## src/rtl/intc_pkg.sv

```systemverilog
package intc_pkg;
  // word index = byte offset / 4
  localparam logic [3:0] W_BASE_PEND = 4'd0;
  localparam logic [3:0] W_A_PEND    = 4'd1;
  localparam logic [3:0] W_B_PEND    = 4'd2;
  localparam logic [3:0] W_FIQ_CTL   = 4'd3;
  localparam logic [3:0] W_A_SET     = 4'd4;
  localparam logic [3:0] W_B_SET     = 4'd5;
  localparam logic [3:0] W_BASE_SET  = 4'd6;
  localparam logic [3:0] W_A_CLR     = 4'd7;
  localparam logic [3:0] W_B_CLR     = 4'd8;
  localparam logic [3:0] W_BASE_CLR  = 4'd9;

  localparam int unsigned SC_N = 11;

  // combined index (bank A 0..31, bank B 32..63) mirrored by shortcut k
  function automatic int unsigned sc_src(int unsigned k);
    case (k)
      0: return 7;
      1: return 9;
      2: return 10;
      3: return 18;
      4: return 19;
      5: return 53;
      6: return 54;
      7: return 55;
      8: return 56;
      9: return 57;
      default: return 62;
    endcase
  endfunction
endpackage

```

## src/rtl/intc_mask_bank.sv

```systemverilog
module intc_mask_bank #(
  parameter int W = 32
) (
  input  logic         clk,
  input  logic         rst,
  input  logic [W-1:0] set_i,
  input  logic [W-1:0] clr_i,
  output logic [W-1:0] en_o
);
  logic [W-1:0] en_q;

  always_ff @(posedge clk) begin
    if (rst) en_q <= '0;
    else     en_q <= (en_q | set_i) & ~clr_i;
  end

  assign en_o = en_q;


  en_set_chk: assert property (@(posedge clk) disable iff (rst)
    ((|set_i) && !(|clr_i)) |=> ((en_o & $past(set_i)) == $past(set_i)));

  en_clr_chk: assert property (@(posedge clk) disable iff (rst)
    (|clr_i) |=> ((en_o & $past(clr_i)) == '0));
endmodule

```

## src/rtl/intc_base_fmt.sv

```systemverilog
module intc_base_fmt #(
  parameter int BANK_W = 32,
  parameter int BASE_W = 8
) (
  input  logic [BANK_W-1:0] pend_a,
  input  logic [BANK_W-1:0] pend_b,
  input  logic [BASE_W-1:0] pend_base,
  output logic [BANK_W-1:0] word_o
);
  localparam int SC_LO  = BASE_W + 2;
  localparam int SC_HI  = SC_LO + int'(intc_pkg::SC_N);
  localparam int PAIR_W = 2 * BANK_W;

  logic [PAIR_W-1:0] pair;
  logic [PAIR_W-1:0] sc_mask;
  logic [intc_pkg::SC_N-1:0] sc_bits;

  assign pair = {pend_b, pend_a};

  genvar k;
  generate
    for (k = 0; k < int'(intc_pkg::SC_N); k++) begin : g_sc
      localparam int SRC = int'(intc_pkg::sc_src(k));
      assign sc_bits[k] = pair[SRC];
      assign sc_mask[SRC] = 1'b1;
    end
    for (k = 0; k < PAIR_W; k++) begin : g_nosc
      localparam bit IS_SC = (k == 7) || (k == 9) || (k == 10) || (k == 18) ||
                             (k == 19) || (k == 53) || (k == 54) || (k == 55) ||
                             (k == 56) || (k == 57) || (k == 62);
      if (!IS_SC) begin : g_z
        assign sc_mask[k] = 1'b0;
      end
    end
  endgenerate

  always_comb begin
    word_o = '0;
    word_o[BASE_W-1:0]   = pend_base;
    word_o[BASE_W]       = |(pend_a & ~sc_mask[BANK_W-1:0]);
    word_o[BASE_W+1]     = |(pend_b & ~sc_mask[PAIR_W-1:BANK_W]);
    word_o[SC_HI-1:SC_LO] = sc_bits;
  end
endmodule

```

## src/rtl/intc_fiq_route.sv

```systemverilog
module intc_fiq_route #(
  parameter int NSRC  = 72,
  parameter int IDX_W = 7
) (
  input  logic [NSRC-1:0]  src_i,
  input  logic [NSRC-1:0]  pend_i,
  input  logic [IDX_W-1:0] sel_i,
  input  logic             on_i,
  output logic             irq_d,
  output logic             fiq_d
);
  logic [NSRC-1:0] steer;

  genvar i;
  generate
    for (i = 0; i < NSRC; i++) begin : g_st
      assign steer[i] = on_i && (int'(sel_i) == i);
    end
  endgenerate

  assign irq_d = |(pend_i & ~steer);
  assign fiq_d = |(src_i & steer);
endmodule

```

## src/rtl/banked_intc.sv

```systemverilog
module banked_intc #(
  parameter int BANK_W = 32,
  parameter int BASE_W = 8,
  parameter int ADDR_W = 6,
  parameter int IDX_W  = 7
) (
  input  logic              clk,
  input  logic              rst,
  input  logic              wr_en,
  input  logic              rd_en,
  input  logic [ADDR_W-1:0] addr,
  input  logic [BANK_W-1:0] wdata,
  output logic [BANK_W-1:0] rdata,
  input  logic [BANK_W-1:0] src_a,
  input  logic [BANK_W-1:0] src_b,
  input  logic [BASE_W-1:0] src_base,
  output logic              irq_o,
  output logic              fiq_o
);
  import intc_pkg::*;

  localparam int NSRC = 2 * BANK_W + BASE_W;

  logic [3:0] widx;
  assign widx = 4'(addr[ADDR_W-1:2]);

  logic [BANK_W-1:0] en_a, en_b, pend_a, pend_b, base_word;
  logic [BASE_W-1:0] en_base, pend_base;
  logic [IDX_W-1:0]  fiq_sel;
  logic              fiq_on;
  logic              irq_d, fiq_d;

  function automatic logic [BANK_W-1:0] strobe(logic [3:0] w);
    return (wr_en && widx == w) ? wdata : '0;
  endfunction

  logic [BANK_W-1:0] base_set_w, base_clr_w;
  assign base_set_w = strobe(W_BASE_SET);
  assign base_clr_w = strobe(W_BASE_CLR);

  intc_mask_bank #(.W(BANK_W)) u_mask_a (
    .clk(clk), .rst(rst), .set_i(strobe(W_A_SET)), .clr_i(strobe(W_A_CLR)), .en_o(en_a));
  intc_mask_bank #(.W(BANK_W)) u_mask_b (
    .clk(clk), .rst(rst), .set_i(strobe(W_B_SET)), .clr_i(strobe(W_B_CLR)), .en_o(en_b));
  intc_mask_bank #(.W(BASE_W)) u_mask_base (
    .clk(clk), .rst(rst), .set_i(base_set_w[BASE_W-1:0]),
    .clr_i(base_clr_w[BASE_W-1:0]), .en_o(en_base));

  assign pend_a    = src_a & en_a;
  assign pend_b    = src_b & en_b;
  assign pend_base = src_base & en_base;

  intc_base_fmt #(.BANK_W(BANK_W), .BASE_W(BASE_W)) u_fmt (
    .pend_a(pend_a), .pend_b(pend_b), .pend_base(pend_base), .word_o(base_word));

  intc_fiq_route #(.NSRC(NSRC), .IDX_W(IDX_W)) u_route (
    .src_i({src_base, src_b, src_a}), .pend_i({pend_base, pend_b, pend_a}),
    .sel_i(fiq_sel), .on_i(fiq_on), .irq_d(irq_d), .fiq_d(fiq_d));

  always_ff @(posedge clk) begin
    if (rst) begin
      fiq_sel <= '0;
      fiq_on  <= 1'b0;
    end else if (wr_en && widx == W_FIQ_CTL) begin
      fiq_sel <= wdata[IDX_W-1:0];
      fiq_on  <= wdata[IDX_W];
    end
  end

  always_ff @(posedge clk) begin
    if (rst) begin
      irq_o <= 1'b0;
      fiq_o <= 1'b0;
      rdata <= '0;
    end else begin
      irq_o <= irq_d;
      fiq_o <= fiq_d;
      if (rd_en) begin
        case (widx)
          W_BASE_PEND: rdata <= base_word;
          W_A_PEND:    rdata <= pend_a;
          W_B_PEND:    rdata <= pend_b;
          W_FIQ_CTL:   rdata <= BANK_W'({fiq_on, fiq_sel});
          W_A_SET:     rdata <= en_a;
          W_B_SET:     rdata <= en_b;
          W_BASE_SET:  rdata <= BANK_W'(en_base);
          default:     rdata <= '0;
        endcase
      end
    end
  end


  rst_state_chk: assert property (@(posedge clk) disable iff (rst)
    $fell(rst) |-> (en_a == '0 && en_b == '0 && en_base == '0 &&
                    !fiq_on && fiq_sel == '0 && !irq_o && !fiq_o));

  irq_cause_chk: assert property (@(posedge clk) disable iff (rst)
    irq_o |-> $past(|base_word));

  fiq_gate_chk: assert property (@(posedge clk) disable iff (rst)
    fiq_o |-> $past(fiq_on));

  sum_b_chk: assert property (@(posedge clk) disable iff (rst)
    base_word[BASE_W+1] |-> (pend_b != '0));
endmodule

```

## config.mk

```make
export PLATFORM = sky130hd
export DESIGN_NAME = banked_intc
export DESIGN_NICKNAME = d
export VERILOG_FILES = /design/src/rtl/intc_pkg.sv /design/src/rtl/intc_mask_bank.sv /design/src/rtl/intc_base_fmt.sv /design/src/rtl/intc_fiq_route.sv /design/src/rtl/banked_intc.sv
export SDC_FILE = /design/constraint.sdc
export NUM_CORES = 1
export LEC_CHECK = 0
export BUFFER_PORTS_ARGS = -buffer_cell sky130_fd_sc_hd__buf_2
export CORE_MARGIN = 5
export CORE_UTILIZATION = 55
export DETAILED_ROUTE_END_ITERATION = 6
export GPL_TIMING_DRIVEN = 1
export PLACE_DENSITY = 0.86
export SYNTH_ARGS = -nofsm -noshare
export SYNTH_HDL_FRONTEND = slang
export SYNTH_SLANG_ARGS = --single-unit
```

## constraint.sdc

```tcl
create_clock -name clk -period 3.45 [get_ports clk]
set_input_delay 0.1725 -clock clk [delete_from_list [all_inputs] [get_ports clk]]
set_output_delay 0.1725 -clock clk [all_outputs]
set_load 0.02 [all_outputs]
```

==> flow_metrics.env, run 1 <==
export IMPL_status="finished, violations left"
export IMPL_violations="DRC"
export IMPL_power_density_mw_per_mm2=405
export IMPL_ys_seq_elements=114
export IMPL_drt_iter0_markers=1520
export IMPL_n_antenna_cell=0
export IMPL_worstPathCellList="buf_4 > nor4_4 > a21oi_1 > nor4_1 > nand3_1 > nor3_2 > a31oi_1"
export IMPL_antenna_found_initial=1
export IMPL_crit_path_max_fanout=13
export IMPL_cts_buffers_inserted=17
export IMPL_arrival_ns=2.97
export IMPL_die_x_um=125
export IMPL_grt_remaining_overflow=0
export IMPL_slew_violations=0
export IMPL_fin_crit_ns=2.74
export IMPL_cap_violations=0
export IMPL_h_tree_depth=4
export IMPL_cts_buffer_depth=2
export IMPL_clk_latency_ns=0.42
export IMPL_slowest_stage="nor4_4"
export IMPL_viasPerCell=7.22
export IMPL_row_count=42
export IMPL_post_route_period_util_pct=79.5
export IMPL_min_path_type="in -> reg"
export IMPL_tns_ns=0
export IMPL_setup_violations=0
export IMPL_finalHoldViolations=0
export IMPL_grt_pass1_vias=8343
export IMPL_die_area_mm2=0.0156
export IMPL_start_util_pct=55.5
export IMPL_start_kind="register"
export IMPL_final_util_pct=68.6
export IMPL_grt_pass1_wl_um=50300
export IMPL_max_freq_mhz=365
export IMPL_die_h_um=125
export IMPL_relSlewSlack_pct=19.3
export IMPL_antenna_left=0
export IMPL_worst_pin_slew_ns=1.21
export IMPL_first_pass_iters=7
export IMPL_cts_setup_buffers=0
export IMPL_synth_enable_flop_cells=0
export IMPL_yosysWarnings=0
export IMPL_async_flop_share_pct=0
export IMPL_drc=2
export IMPL_cts_tree="built"
export IMPL_place_gp_congestion=1.14
export IMPL_finalNetCount=1164
export IMPL_end_kind="register"
export IMPL_areaGrowthSynthToFinish_pct=23.6
export IMPL_synth_cell_types=68
export IMPL_dr_total_vias=8942
export IMPL_wirelength_um=33700
export IMPL_wl_per_cell_um=27.2
export IMPL_io_buffer_count=145
export IMPL_synth_ff_type="dfxtp_1"
export IMPL_synth_area_mm2=0.00726
export IMPL_ios=148
export IMPL_path_class="reg -> reg"
export IMPL_core_area_mm2=0.0131
export IMPL_rsz0062_at_grt="false"
export IMPL_grt_usage_pct=41.6
export IMPL_required_ns=3.68
export IMPL_path_clk_slew_ns=0.06
export IMPL_synth_cells=914
export IMPL_drive_gt1_share_pct=22.6
export IMPL_cp_slowest_stage_delay_ns=0.67
export IMPL_cts_sinks=114
export IMPL_hpwl_um=24300
export IMPL_avgSynthCellArea_um2=7.94
export IMPL_skew_ns=0.00870
export IMPL_ys_seq_area_share_pct=31.4
export IMPL_root_buffer="clkbuf_16"
export IMPL_synth_nets=1028
export IMPL_peakVddDrop_mv=0.424
export IMPL_p_leak_nw=3.63
export IMPL_total_power_mw=3.63
export IMPL_grt_max_degree=115
-- Yosys cell counts (13+ instances only) --
| cell type | number | area share (%) |
|---|---|---|
| a211oi_1 | 74 | 7.7 |
| a21o_1 | 57 | 5.9 |
| a21oi_1 | 147 | 10 |
| a22oi_1 | 38 | 3.9 |
| a31oi_1 | 25 | 2.2 |
| buf_2 | 34 | 2.3 |
| clkbuf_1 | 40 | 2.1 |
| dfxtp_1 | 114 | 31 |
| mux2i_1 | 13 | 1.8 |
| nand2_1 | 84 | 4.3 |
| nand3_1 | 38 | 2.6 |
| nand4_1 | 24 | 2.1 |
| nor2_1 | 38 | 2.0 |
-- layer usage --
metal  global-route usage (%)  up-vias  wire [um]
met5                        0        -          0
met3                     12.6      155       4610
met4                     16.4        0       1610
met1                     55.9     4190      13000
met2                     62.4      777      14500
li1                         -     3820          -
-- path summary, 6_finish.rpt --
| check | startpoint | end | slack (ns) | depth (start not counted) |
|---|---|---|---|---|
| hold reg to reg | rdata[7] | rdata[7] | 0.47 | 2 |
| setup reg to reg | fiq_sel[1] | irq_o | 0.71 | 7 |
| setup / recovery | fiq_sel[1] | irq_o | 0.71 | 7 |
| hold / removal | wdata[20] | u_mask_b.en_o[20] | 0.03 | 2 |
-- flip-flops by register name (all words and copies together), names as in the netlist --
signal / count
u_mask_base.en_o: 8
fiq_on: 1
rdata: 32
fiq_o: 1
fiq_sel: 7
u_mask_b.en_o: 32
u_mask_a.en_o: 32
irq_o: 1
-- layout by cell type (no fill, tap or decap), types with 10 or more instances in the layout --
cell type and count:
nand4_1 24, nor4_1 12, a21oi_1 147, clkbuf_16 17
a211oi_1 74, nor2_1 37, nand2_1 84, a31oi_1 25
a221oi_1 11, o22ai_1 10, dlygate4sd3_1 23, dfxtp_1 114
buf_4 38, nand3_1 38, mux2i_1 13, a22oi_1 38
nor2b_1 11, buf_2 144, a21o_1 57
-- power by group --
part	switching (mW)	internal [mW]	total, mW
combinational	0.243	0.141	0.384
sequential	0.0176	1.33	1.35
clock	0.681	1.22	1.90
total	0.942	2.69	3.63
-- critical path, delay by kind of cell, from the launching register on --
| kind | cells | cell delay, ns |
|---|---|---|
| buf+inv | 1 | 0.30 |
| flops | 1 | 0.52 |
| simple gates | 4 | 1.45 |
| compound gates | 2 | 0.27 |
-- stage by stage --
| step | setup slack, ns | instance area (um^2) | instances | hold slack (ns) |
|---|---|---|---|---|
| 4_1_cts | 0.829 | 8980 | 1239 | 0.0105 |
| 6_report | 0.707 | 8980 | 1239 | 0.0253 |
| 3_5_place_dp | 0.844 | 8120 | 1184 | 0.402 |
| 3_3_place_gp | 0.809 | 8120 | 1184 | 0.397 |
| 5_1_grt | 0.523 | 8980 | 1239 | 0.0307 |
| 2_1_floorplan | 1.63 | 7260 | 914 | 0.269 |
-- cell type report --
cell class | instances | area [um^2]
multi-input cells | 704 | 4580
flip-flops and latches | 114 | 2280
repair buffers | 205 | 1240
clock buffers | 18 | 429
well taps | 176 | 220
fillers | 1014 | 4110
clock inverters | 14 | 201
inverters | 8 | 30.0
-- timing repair --
| item | 4_1_cts | 5_1_grt |
|---|---|---|
| endpoints found under the setup margin | 0 | 0 |
| hold endpoints to repair | 45 | 0 |
| hold buffers | 23 | 0 |
| gates resized for setup | 0 | 0 |
-- cell families after synthesis --
logic type / share of synthesized area [%]
AOI/OAI and AO/OA: 37.8
and+or+nand+nor: 21.3
DFF: 31.4
buffers and inverters: 6.38
muxes: 3.03
Note: power is estimated with default switching activity, not from simulation.
==> run 2: changes to the inputs <==
==> constraint.sdc (replaced) <==
create_clock -name clk -period 2.8 [get_ports clk]
set_input_delay 0.14 -clock clk [delete_from_list [all_inputs] [get_ports clk]]
set_output_delay 0.14 -clock clk [all_outputs]
set_load 0.02 [all_outputs]
==> flow_metrics.env, run 2 (synthesis results as in run 1) <==
export IMPL_min_path_type="in -> reg"
export IMPL_cts_sinks=114
export IMPL_placed_cells=1205
export IMPL_power_density_mw_per_mm2=479
export IMPL_root_buffer="clkbuf_16"
export IMPL_critPathCapture="irq_o"
export IMPL_required_ns=3.08
export IMPL_start_kind="register"
export IMPL_post_route_period_util_pct=91.3
export IMPL_grt_pass1_wl_um=52000
export IMPL_layout_common_cells="a21oi_1, buf_2, dfxtp_1"
export IMPL_finalHoldViolations=0
export IMPL_final_common_cell="a21oi_1"
export IMPL_num_fill_cells=1016
export IMPL_pwr_share_clk_pct=51.0
export IMPL_violations="DRC"
export IMPL_antenna_found_initial=1
export IMPL_worst_pin_slew_ns=0.946
export IMPL_reg2reg_depth=7
export IMPL_path_clk_slew_ns=0.06
export IMPL_grt_pass1_vias=8627
export IMPL_ios=148
export IMPL_netSwitchingFraction_pct=27.8
export IMPL_cp_slowest_stage_delay_ns=0.60
export IMPL_fin_cells=1263
export IMPL_slowest_stage="nor4_4"
export IMPL_io_buffer_count=145
export IMPL_arrival_ns=2.83
export IMPL_status="finished, violations left"
export IMPL_viasPerCell=7.26
export IMPL_pwr_share_comb_pct=11.2
export IMPL_grt_usage_pct=43.0
export IMPL_hpwl_um=25100
export IMPL_r2r_slack_ns=0.24
export IMPL_total_power_mw=4.39
export IMPL_crit_path_max_fanout=15
export IMPL_rsz0062_at_grt="false"
export IMPL_relSlewSlack_pct=36.6
export IMPL_drt_iter0_markers=1751
export IMPL_grt_max_degree=61
export IMPL_fin_crit_ns=2.56
export IMPL_cts_tree="built"
export IMPL_finalNetCount=1188
export IMPL_path_class="reg -> reg"
export IMPL_grt_remaining_overflow=0
export IMPL_worstPathCellList="buf_4 > nor4_4 > a21oi_1 > nor4_1 > nand2_1 > nor3_1 > a31oi_1"
export IMPL_h_tree_depth=4
export IMPL_max_freq_mhz=391
export IMPL_slew_violations=0
export IMPL_first_pass_iters=7
export IMPL_dr_total_vias=9165
export IMPL_drive_gt1_share_pct=24.0
export IMPL_final_util_pct=70.0
export IMPL_seqPwrFrac_pct=37.9
export IMPL_setup_violations=0
export IMPL_post_cts_resized=0
export IMPL_p_int_mw=3.17
export IMPL_end_kind="register"
export IMPL_skew_ns=0.00704
export IMPL_n_antenna_cell=0
export IMPL_p_leak_nw=3.76
export IMPL_core_area_mm2=0.0131
export IMPL_row_count=42
export IMPL_clk_latency_ns=0.42
export IMPL_die_area_mm2=0.0156
export IMPL_holdWs_ns=0.0234
export IMPL_r2r_start="fiq_sel[1]"
export IMPL_die_h_um=125
export IMPL_drc=1
export IMPL_tns_ns=0
export IMPL_crit_start="fiq_sel[1]"
export IMPL_min_delay_path_depth=2
export IMPL_place_gp_congestion=1.05
export IMPL_antenna_left=0
export IMPL_r2r_end="irq_o"
export IMPL_cts_buffers_inserted=17
export IMPL_cap_violations=0
export IMPL_cts_buffer_depth=2
export IMPL_peakVddDrop_mv=0.500
export IMPL_wirelength_um=34900
export IMPL_p_sw_mw=1.22
export IMPL_areaGrowthSynthToFinish_pct=26.2
export IMPL_start_util_pct=55.5
export IMPL_wl_per_cell_um=27.6
export IMPL_die_x_um=125
-- run 2: cell types whose count changed in the layout (fill, tap and decap cells not counted), moves of 2 or more --
| cell | before | now |
|---|---|---|
| buf_12 | 0 | 3 |
| buf_4 | 38 | 56 |
| inv_6 | 4 | 6 |
| dlygate4sd3_1 | 23 | 26 |
| inv_8 | 0 | 2 |
| bufinv_16 | 4 | 2 |
-- run 2: power by group through the flow --
| stage | Clock, mW | Combinational [mW] | Sequential (mW) |
|---|---|---|---|
| detailed placement | 0 | 0.435 | 1.69 |
| global placement | 0 | 0.430 | 1.69 |
| CTS | 2.22 | 0.465 | 1.66 |
| finish | 2.24 | 0.491 | 1.66 |
| floorplan | 0 | 0.196 | 1.69 |
| global route | 2.31 | 0.507 | 1.66 |
-- run 2: per-stage QoR --
step                      instance area, um^2  setup slack [ns]
after floorplan                          7260             0.984
after global placement                   8310             0.335
after detailed placement                 8310             0.328
after CTS                                9170             0.323
after global routing                     9170             0.140
final                                    9170             0.243
-- run 2: repair_timing --
| action | in CTS | in global routing |
|---|---|---|
| buffers inserted | 0 | 0 |
| hold endpoints to repair | 52 | 0 |
| endpoints found under the setup margin | 0 | 0 |
| hold buffers | 26 | 0 |
-- run 2: worst min-delay path by stage --
stage | from | to | slack [ns]
after floorplan | wdata[0] | u_mask_a.en_o[0] | 0.24
after global routing | wdata[6] | u_mask_b.en_o[6] | 0.02
after global placement | wdata[26] | u_mask_a.en_o[26] | 0.37
final | wdata[6] | u_mask_b.en_o[6] | 0.02
after detailed placement | wdata[18] | u_mask_a.en_o[18] | 0.37
after CTS | wdata[6] | u_mask_base.en_o[6] | 0.001
-- run 2: layout make-up --
cell class                 count  area [um^2]  share of cell area (%)
clock buffer                  18          429                    4.68
clock inverter                14          169                    1.84
inverter                       8         30.0                   0.328
multi-input combinational    704         4570                    49.9
sequential                   114         2280                    24.9
tap                          176          220                    2.40
timing repair buffer         229         1460                    15.9
-- run 2: worst max-delay path: cells and delay by family (launching register included) --
family	cells	cell delay [ns]
simple gates	4	1.38
compound gates	2	0.25
flops	1	0.50
buf+inv	1	0.26
-- run 2: metal layers --
| layer | vias up | global-route usage [%] | share of wire [%] |
|---|---|---|---|
| met5 | - | 0 | 0.040 |
| li1 | 3876 | - | - |
| met2 | 859 | 65.7 | 43 |
| met1 | 4233 | 54.7 | 37 |
| met3 | 195 | 16.0 | 15 |
| met4 | 2 | 17.3 | 5.3 |
